--- config.mk ---
export PLATFORM = sky130hd
export DESIGN_NAME = panel_cmd_engine
export DESIGN_NICKNAME = d
export VERILOG_FILES = /design/src/rtl/panel_seq_pkg.sv /design/src/rtl/spi9_shifter.sv /design/src/rtl/ms_timer.sv /design/src/rtl/panel_cmd_engine.sv
export SDC_FILE = /design/constraint.sdc
export NUM_CORES = 1
export LEC_CHECK = 0
export BUFFER_PORTS_ARGS = -buffer_cell sky130_fd_sc_hd__buf_2
export CAP_MARGIN = 5
export CORE_ASPECT_RATIO = 1.1
export CORE_MARGIN = 4
export CORE_UTILIZATION = 33
export DETAILED_ROUTE_END_ITERATION = 7
export GPL_ROUTABILITY_DRIVEN = 1
export PLACE_DENSITY = 0.49
export REMOVE_ABC_BUFFERS = 1
export SETUP_SLACK_MARGIN = 0.15
export SYNTH_ARGS = -nofsm -noshare
export SYNTH_HDL_FRONTEND = slang
export SYNTH_SLANG_ARGS = --single-unit
--- constraint.sdc ---
create_clock -name clk -period 9.14 [get_ports clk]
set_clock_uncertainty 0.2 [all_clocks]
set_input_delay 1.371 -clock clk [delete_from_list [all_inputs] [get_ports clk]]
set_output_delay 1.371 -clock clk [all_outputs]
set_load 0.01 [all_outputs]
--- src/rtl/panel_seq_pkg.sv ---
package panel_seq_pkg;

    typedef enum logic [1:0] {
        ST_IDLE,
        ST_ISSUE,
        ST_SHIFT,
        ST_WAIT
    } seq_state_e;

    typedef struct packed {
        logic       is_wait;
        logic [8:0] word;
        logic       read_id;
        logic       close_cs;
        logic       last;
        logic [7:0] wait_ms;
    } step_t;

    localparam int WORD_BITS   = 9;
    localparam int IDX_W       = 4;
    localparam int RD_SEGS     = 4;   // byte0, extra clock, byte1, byte2
    localparam int RD_SEG_W    = 2;

    localparam logic [IDX_W-1:0] ON_START  = 4'd0;
    localparam logic [IDX_W-1:0] OFF_START = 4'd10;

    localparam logic [7:0] OP_GET_ID   = 8'h04;
    localparam logic [7:0] OP_WAKE     = 8'h11;
    localparam logic [7:0] OP_NAP      = 8'h10;
    localparam logic [7:0] OP_SHOW     = 8'h29;
    localparam logic [7:0] OP_HIDE     = 8'h28;
    localparam logic [7:0] OP_INIT     = 8'hC2;
    localparam logic [7:0] OP_PIXFMT   = 8'h3A;

    function automatic logic [8:0] cmd_word(input logic [7:0] op);
        return {1'b0, op};
    endfunction

    function automatic logic [8:0] par_word(input logic [7:0] b);
        return {1'b1, b};
    endfunction

    function automatic logic [7:0] pix_byte(input int lines);
        case (lines)
            16:      return 8'h50;
            18:      return 8'h60;
            default: return 8'h70;
        endcase
    endfunction

    function automatic logic id_accepted(input logic [7:0] b);
        return (b == 8'h45) || (b == 8'h83);
    endfunction

    function automatic logic [3:0] rd_seg_bits(input logic [RD_SEG_W-1:0] seg);
        return (seg == 2'd1) ? 4'd1 : 4'd8;
    endfunction

    function automatic step_t send_step(input logic [8:0] w, input logic close,
                                        input logic fin);
        step_t s;
        s.is_wait  = 1'b0;
        s.word     = w;
        s.read_id  = 1'b0;
        s.close_cs = close;
        s.last     = fin;
        s.wait_ms  = 8'd0;
        return s;
    endfunction

    function automatic step_t wait_step(input logic [7:0] ms, input logic fin);
        step_t s;
        s.is_wait  = 1'b1;
        s.word     = 9'd0;
        s.read_id  = 1'b0;
        s.close_cs = 1'b0;
        s.last     = fin;
        s.wait_ms  = ms;
        return s;
    endfunction

    // Power-on occupies indices 0..9, power-off 10..12.
    function automatic step_t script_step(input logic [IDX_W-1:0] idx,
                                          input logic [7:0] pix,
                                          input logic [7:0] wake_ms,
                                          input logic [7:0] nap_ms);
        step_t s;
        case (idx)
            4'd0: begin
                s = send_step(cmd_word(OP_GET_ID), 1'b1, 1'b0);
                s.read_id = 1'b1;
            end
            4'd1:    s = send_step(cmd_word(OP_WAKE), 1'b1, 1'b0);
            4'd2:    s = wait_step(wake_ms, 1'b0);
            4'd3:    s = send_step(cmd_word(OP_INIT), 1'b0, 1'b0);
            4'd4:    s = send_step(par_word(8'h02), 1'b0, 1'b0);
            4'd5:    s = send_step(par_word(8'h00), 1'b0, 1'b0);
            4'd6:    s = send_step(par_word(8'h00), 1'b1, 1'b0);
            4'd7:    s = send_step(cmd_word(OP_PIXFMT), 1'b0, 1'b0);
            4'd8:    s = send_step(par_word(pix), 1'b1, 1'b0);
            4'd9:    s = send_step(cmd_word(OP_SHOW), 1'b1, 1'b1);
            4'd10:   s = send_step(cmd_word(OP_HIDE), 1'b1, 1'b0);
            4'd11:   s = send_step(cmd_word(OP_NAP), 1'b1, 1'b0);
            4'd12:   s = wait_step(nap_ms, 1'b1);
            default: s = wait_step(8'd1, 1'b1);
        endcase
        return s;
    endfunction

endpackage

--- src/rtl/spi9_shifter.sv ---
module spi9_shifter
    import panel_seq_pkg::*;
#(
    parameter int SCLK_HALF = 4
) (
    input  logic                 clk,
    input  logic                 rst,
    input  logic                 start,
    input  logic [3:0]           nbits,
    input  logic [WORD_BITS-1:0] tx,
    input  logic                 miso,
    output logic                 sclk,
    output logic                 mosi,
    output logic                 done,
    output logic [7:0]           rx
);
    localparam int HC_W = $clog2(SCLK_HALF) + 1;
    localparam logic [HC_W-1:0] HC_LAST = HC_W'(SCLK_HALF - 1);

    logic                 active;
    logic                 high;
    logic [HC_W-1:0]      hcnt;
    logic [3:0]           left;
    logic [WORD_BITS-1:0] sh;

    always_ff @(posedge clk) begin
        if (rst) begin
            active <= 1'b0;
            high   <= 1'b0;
            hcnt   <= '0;
            left   <= '0;
            sh     <= '0;
            rx     <= '0;
            done   <= 1'b0;
        end else begin
            done <= 1'b0;
            if (!active) begin
                if (start) begin
                    active <= 1'b1;
                    high   <= 1'b0;
                    hcnt   <= '0;
                    left   <= nbits;
                    sh     <= tx;
                end
            end else if (hcnt == HC_LAST) begin
                hcnt <= '0;
                if (!high) begin
                    high <= 1'b1;
                    rx   <= {rx[6:0], miso};
                end else begin
                    high <= 1'b0;
                    sh   <= {sh[WORD_BITS-2:0], 1'b0};
                    if (left == 4'd1) begin
                        active <= 1'b0;
                        done   <= 1'b1;
                    end else begin
                        left <= left - 4'd1;
                    end
                end
            end else begin
                hcnt <= hcnt + HC_W'(1);
            end
        end
    end

    assign sclk = high;
    assign mosi = active & sh[WORD_BITS-1];

endmodule

--- src/rtl/ms_timer.sv ---
module ms_timer #(
    parameter int CLKS_PER_MS = 100000
) (
    input  logic       clk,
    input  logic       rst,
    input  logic       load,
    input  logic [7:0] ms,
    output logic       expired
);
    localparam int PW = $clog2(CLKS_PER_MS) + 1;
    localparam logic [PW-1:0] PRE_LAST = PW'(CLKS_PER_MS - 1);

    logic          running;
    logic [PW-1:0] pre;
    logic [7:0]    ms_left;

    always_ff @(posedge clk) begin
        if (rst) begin
            running <= 1'b0;
            pre     <= '0;
            ms_left <= '0;
            expired <= 1'b0;
        end else begin
            expired <= 1'b0;
            if (load) begin
                running <= 1'b1;
                pre     <= '0;
                ms_left <= ms;
            end else if (running) begin
                if (pre == PRE_LAST) begin
                    pre <= '0;
                    if (ms_left <= 8'd1) begin
                        running <= 1'b0;
                        expired <= 1'b1;
                    end else begin
                        ms_left <= ms_left - 8'd1;
                    end
                end else begin
                    pre <= pre + PW'(1);
                end
            end
        end
    end

endmodule

--- src/rtl/panel_cmd_engine.sv ---
module panel_cmd_engine
    import panel_seq_pkg::*;
#(
    parameter int CLKS_PER_MS  = 100000,
    parameter int SCLK_HALF    = 4,
    parameter int PIX_LINES    = 24,
    parameter int WAKE_MS      = 120,
    parameter int NAP_MS       = 50
) (
    input  logic        clk,
    input  logic        rst,
    input  logic        pwr_on_req,
    input  logic        pwr_off_req,
    output logic        spi_sclk,
    output logic        spi_mosi,
    input  logic        spi_miso,
    output logic        spi_cs_n,
    output logic        busy,
    output logic        panel_active,
    output logic        id_error,
    output logic [23:0] panel_id
);
    localparam logic [7:0] PIX = pix_byte(PIX_LINES);
    localparam logic [7:0] WAKE_W = 8'(WAKE_MS);
    localparam logic [7:0] NAP_W  = 8'(NAP_MS);
    localparam logic [RD_SEG_W-1:0] RD_LAST = RD_SEG_W'(RD_SEGS - 1);

    seq_state_e            state;
    logic [IDX_W-1:0]      idx;
    logic [RD_SEG_W-1:0]   rd_seg;
    logic                  in_read;
    logic                  on_seq;
    logic                  cs_q;
    logic                  active_q;
    logic                  err_q;
    logic [23:0]           id_q;
    step_t                 cur;

    logic                  sh_start;
    logic [3:0]            sh_nbits;
    logic [WORD_BITS-1:0]  sh_tx;
    logic                  sh_done;
    logic [7:0]            sh_rx;
    logic                  tm_load;
    logic                  tm_expired;

    assign cur = script_step(idx, PIX, WAKE_W, NAP_W);

    always_comb begin
        sh_start = 1'b0;
        sh_nbits = 4'(WORD_BITS);
        sh_tx    = cur.word;
        tm_load  = 1'b0;
        case (state)
            ST_ISSUE: begin
                if (cur.is_wait) tm_load = 1'b1;
                else             sh_start = 1'b1;
            end
            ST_SHIFT: begin
                if (sh_done) begin
                    if (!in_read && cur.read_id) begin
                        sh_start = 1'b1;
                        sh_nbits = rd_seg_bits('0);
                        sh_tx    = '0;
                    end else if (in_read && rd_seg != RD_LAST) begin
                        sh_start = 1'b1;
                        sh_nbits = rd_seg_bits(rd_seg + RD_SEG_W'(1));
                        sh_tx    = '0;
                    end
                end
            end
            default: ;
        endcase
    end

    always_ff @(posedge clk) begin
        if (rst) begin
            state    <= ST_IDLE;
            idx      <= '0;
            rd_seg   <= '0;
            in_read  <= 1'b0;
            on_seq   <= 1'b0;
            cs_q     <= 1'b1;
            active_q <= 1'b0;
            err_q    <= 1'b0;
            id_q     <= '0;
        end else begin
            case (state)
                ST_IDLE: begin
                    if (pwr_on_req && !active_q) begin
                        state  <= ST_ISSUE;
                        idx    <= ON_START;
                        on_seq <= 1'b1;
                        err_q  <= 1'b0;
                    end else if (pwr_off_req && active_q) begin
                        state  <= ST_ISSUE;
                        idx    <= OFF_START;
                        on_seq <= 1'b0;
                    end
                end
                ST_ISSUE: begin
                    if (cur.is_wait) begin
                        state <= ST_WAIT;
                    end else begin
                        cs_q    <= 1'b0;
                        in_read <= 1'b0;
                        state   <= ST_SHIFT;
                    end
                end
                ST_SHIFT: begin
                    if (sh_done) begin
                        if (!in_read && cur.read_id) begin
                            in_read <= 1'b1;
                            rd_seg  <= '0;
                        end else if (in_read) begin
                            if (rd_seg != 2'd1) id_q <= {id_q[15:0], sh_rx};
                            if (rd_seg == RD_LAST) begin
                                cs_q    <= 1'b1;
                                in_read <= 1'b0;
                                if (!id_accepted(id_q[15:8])) begin
                                    err_q <= 1'b1;
                                    state <= ST_IDLE;
                                end else begin
                                    idx   <= idx + IDX_W'(1);
                                    state <= ST_ISSUE;
                                end
                            end else begin
                                rd_seg <= rd_seg + RD_SEG_W'(1);
                            end
                        end else begin
                            if (cur.close_cs) cs_q <= 1'b1;
                            if (cur.last) begin
                                active_q <= on_seq;
                                state    <= ST_IDLE;
                            end else begin
                                idx   <= idx + IDX_W'(1);
                                state <= ST_ISSUE;
                            end
                        end
                    end
                end
                ST_WAIT: begin
                    if (tm_expired) begin
                        if (cur.last) begin
                            active_q <= on_seq;
                            state    <= ST_IDLE;
                        end else begin
                            idx   <= idx + IDX_W'(1);
                            state <= ST_ISSUE;
                        end
                    end
                end
                default: state <= ST_IDLE;
            endcase
        end
    end

    spi9_shifter #(.SCLK_HALF(SCLK_HALF)) u_shift (
        .clk   (clk),
        .rst   (rst),
        .start (sh_start),
        .nbits (sh_nbits),
        .tx    (sh_tx),
        .miso  (spi_miso),
        .sclk  (spi_sclk),
        .mosi  (spi_mosi),
        .done  (sh_done),
        .rx    (sh_rx)
    );

    ms_timer #(.CLKS_PER_MS(CLKS_PER_MS)) u_timer (
        .clk     (clk),
        .rst     (rst),
        .load    (tm_load),
        .ms      (cur.wait_ms),
        .expired (tm_expired)
    );

    assign spi_cs_n     = cs_q;
    assign busy         = (state != ST_IDLE);
    assign panel_active = active_q;
    assign id_error     = err_q;
    assign panel_id     = id_q;

endmodule

==> reports/metrics.yaml <==
power_and_ir_drop:
  clockPowerShare: 0.297
  leakage_nw: 2.030
  p_switching_uw: 457.6
  ir_drop_mv: 0.09376
  intPower_uw: 906.6
  comb_power_share: 0.275
  p_seq_frac: 0.428
  swShare: 0.3354
  power_density_nw_per_um2: 244.6
synth:
  synthArstFlopShare: 0
  synth_edf_count: 0
  synth_seq_cells: 108
  synth_top_family_by_area: "simple AND/OR/NAND/NOR gates"
  postSynthAreaPerCell_um2: 8.263
  synth_fa_ha_area_frac: 0.04803
  synth_xor_area_frac: 0.03716
  synthMuxAreaShare: 0.02326
  yosys_warnings: 0
  syn_inst: 599
  yosys.area_share.simple: 0.2568
  synthFlopType: "dfxtp_1"
  syn-cell-area_um2: 4950
  seq_area_frac_synth: 0.4368
  synth_cell_types: 60
  synth_compound_area_frac: 0.1552
global_route:
  grt_overflow: 0
  grt_start_max_net_pins: 79
  antenna_found_initial: 0
  grtUsageTotal: 0.1373
  grt_pass1_vias: 3935
  grt_pass1_wl_um: 19400
clock_network:
  clock-sinks: 108
  cts_tree: "done"
  cts_buffers: 9
  cts.path.max_buffers: 2
  cts_htree_levels: 3
  cts_resized: 0
  cts-root-buf: "clkbuf_16"
  clk_latency_ps: 350
  postCtsSetupRepairBufs: 0
  clkTransAtPathRegs_ps: 70
  cts_hold_buf: 0
worst_setup_path:
  worst-setup-path-type: "flop to flop"
  setup.worst_path.end_class: "flop"
  cp-start-kind: "flop"
  critPathRequiredTime_ps: 9160
  r2r_start: "state[0]"
  crit_arrival_ps: 3920
  startpoint: "state[0]"
  cp_max_fo: 15
min_path:
  hold_path.startpoint: "panel_id[23]"
  hp-class: "flop to flop"
route:
  drc: 0
  drt_pre_antenna_iters: 5
  wl_per_cell_um: 14.12
  ant_nets: 0
  finalWirelength_um: 11510
  drt-vias-per-instance: 5.080
  drt_iter0_drc: 330
  dr_total_vias: 4140
die:
  num_rows: 46
  chipWidth_um: 124.8
  die_area_um2: 17020
  initial_utilization: 0.3399
  num_io_pins: 35
  coreArea_um2: 14560
  die_h_um: 136.5
cells_and_area:
  layout_common_cells: "dfxtp_1, nand2_1, a21oi_1, nor2_1, buf_2"
  drive_above_1_share: 0.1043
  final_util: 0.3830
  fillers: 1526
  nets: 642
  layout.cells.non_filler: 815
  final_common_cell: "dfxtp_1"
  diodes: 0
  area_growth_pct: 12.66
sta:
  slew_headroom: 0.3643
  worst_pin_slew_ps: 952.2
  report.final.slew_viol_count: 0
  fin_crit_sh: 0.4272
  final-hold-violation-count: 0
  fin_crit_ps: 3905
  holdWs_ps: 251.4
  max_freq_ghz: 0.2561
  fin_tns_setup_ps: 0
  setup_violations: 0
  rsz0062_at_grt: "no"
status:
  status: "complete, no violations"
place:
  hpwl_um: 8134
  dp.cells: 799
  port_buffers: 34
  gp_routability_congestion: 0.8527
job:
  maxCapViolCount: 0
-- metal layers --
metal,up-vias,global-route usage,routed length (µm)
met2,69,0.2200,5186
met5,-,0,0
met3,15,0.02986,407
met4,0,0.04933,179
met1,1936,0.1828,5735
li1,2120,-,-
-- final timing paths --
| check | slack [ps] | endpoint | cells after the start |
|---|---|---|---|
| hold reg to reg | 250 | panel_id[23] | 2 |
| hold / removal | 250 | panel_id[23] | 2 |
| setup reg to reg | 5240 | cur[9] | 11 |
| setup / recovery | 5240 | cur[9] | 11 |
-- Yosys cell counts (2+ instances only) --
master,count,share of area
a21oi_1,67,0.068
nor4b_1,4,0.0071
nand3_1,17,0.017
nand4b_1,3,0.0053
o2111ai_1,2,0.0035
or2_2,3,0.0038
o21ai_0,11,0.011
o32ai_1,4,0.0071
a31oi_1,3,0.0038
nor4_1,4,0.0051
nor2_1,64,0.049
buf_6,2,0.0045
nor3_1,10,0.010
or3_1,7,0.0088
inv_1,22,0.017
nand2b_1,6,0.0076
ha_1,19,0.048
or4_1,2,0.0030
dfxtp_1,108,0.44
mux2_2,2,0.0045
xor2_1,14,0.025
o211ai_1,5,0.0076
a211oi_1,12,0.018
mux2i_1,7,0.014
nor2b_1,6,0.0076
and2_1,4,0.0051
clkbuf_1,23,0.017
buf_1,3,0.0023
nor3b_1,10,0.015
and3_1,7,0.0088
nand2_1,101,0.077
and4_1,2,0.0035
a32oi_1,2,0.0035
nand4_1,9,0.011
a311oi_1,2,0.0035
nor4bb_1,2,0.0040
xnor2_1,7,0.012
-- worst max-delay path, cell delays in order (launching register included) --
cell and delay (ps):
dfxtp_1 340, inv_1 90, ha_1 490, a21boi_0 460
a32o_1 220, a311o_1 470, a2bb2oi_1 240, nor2_1 100
or4_1 580, ha_1 230, a221oi_1 290, a31oi_1 70
-- kinds of logic after synthesis --
group,count (synthesis)
AND/OR/NAND/NOR,265
AO/OA/AOI/OAI,124
flip-flops,108
buffers and inverters,52
XOR/XNOR,21
adder cells (fa/ha/maj),19
multiplexers,10
-- layout make-up --
| type | instances | area (µm²) | share of cell area |
|---|---|---|---|
| clock inverter | 5 | 58.81 | 0.01055 |
| timing repair buffer | 37 | 192.7 | 0.03455 |
| inverter | 23 | 86.33 | 0.01548 |
| multi-input combinational | 439 | 2584 | 0.4633 |
| clock buffer | 11 | 252.7 | 0.04532 |
| sequential | 108 | 2162 | 0.3877 |
| tap | 192 | 240.2 | 0.04308 |
-- power by group through the flow --
stage | logic, mW | clock network, mW | registers [mW]
2_1_floorplan | 0.284 | 0 | 0.577
3_3_place_gp | 0.369 | 0 | 0.594
3_5_place_dp | 0.376 | 0 | 0.595
4_1_cts | 0.378 | 0.420 | 0.584
5_1_grt | 0.423 | 0.441 | 0.593
6_report | 0.375 | 0.405 | 0.584
-- through the flow --
step	total power [mW]	worst slack, ps	area [µm²]
2_1_floorplan	0.8609	5395	4825
6_report	1.364	5235	5577
5_1_grt	1.457	4927	5577
3_5_place_dp	0.9708	5080	5265
3_3_place_gp	0.9628	5111	5265
4_1_cts	1.382	5276	5577
-- flip-flops by register name, summed over array words and instances, names as in the netlist, 2 cells and up --
| signal | count |
|---|---|
| panel_id | 24 |
| state | 2 |
| rd_seg | 2 |
| cur | 16 |
| u_shift.hcnt | 3 |
| idx | 4 |
| u_shift.left | 4 |
| u_shift.sh | 9 |
| u_timer.pre | 18 |
| u_timer.ms_left | 8 |
| u_shift.rx | 8 |
Power figures use the tool's default switching activity.
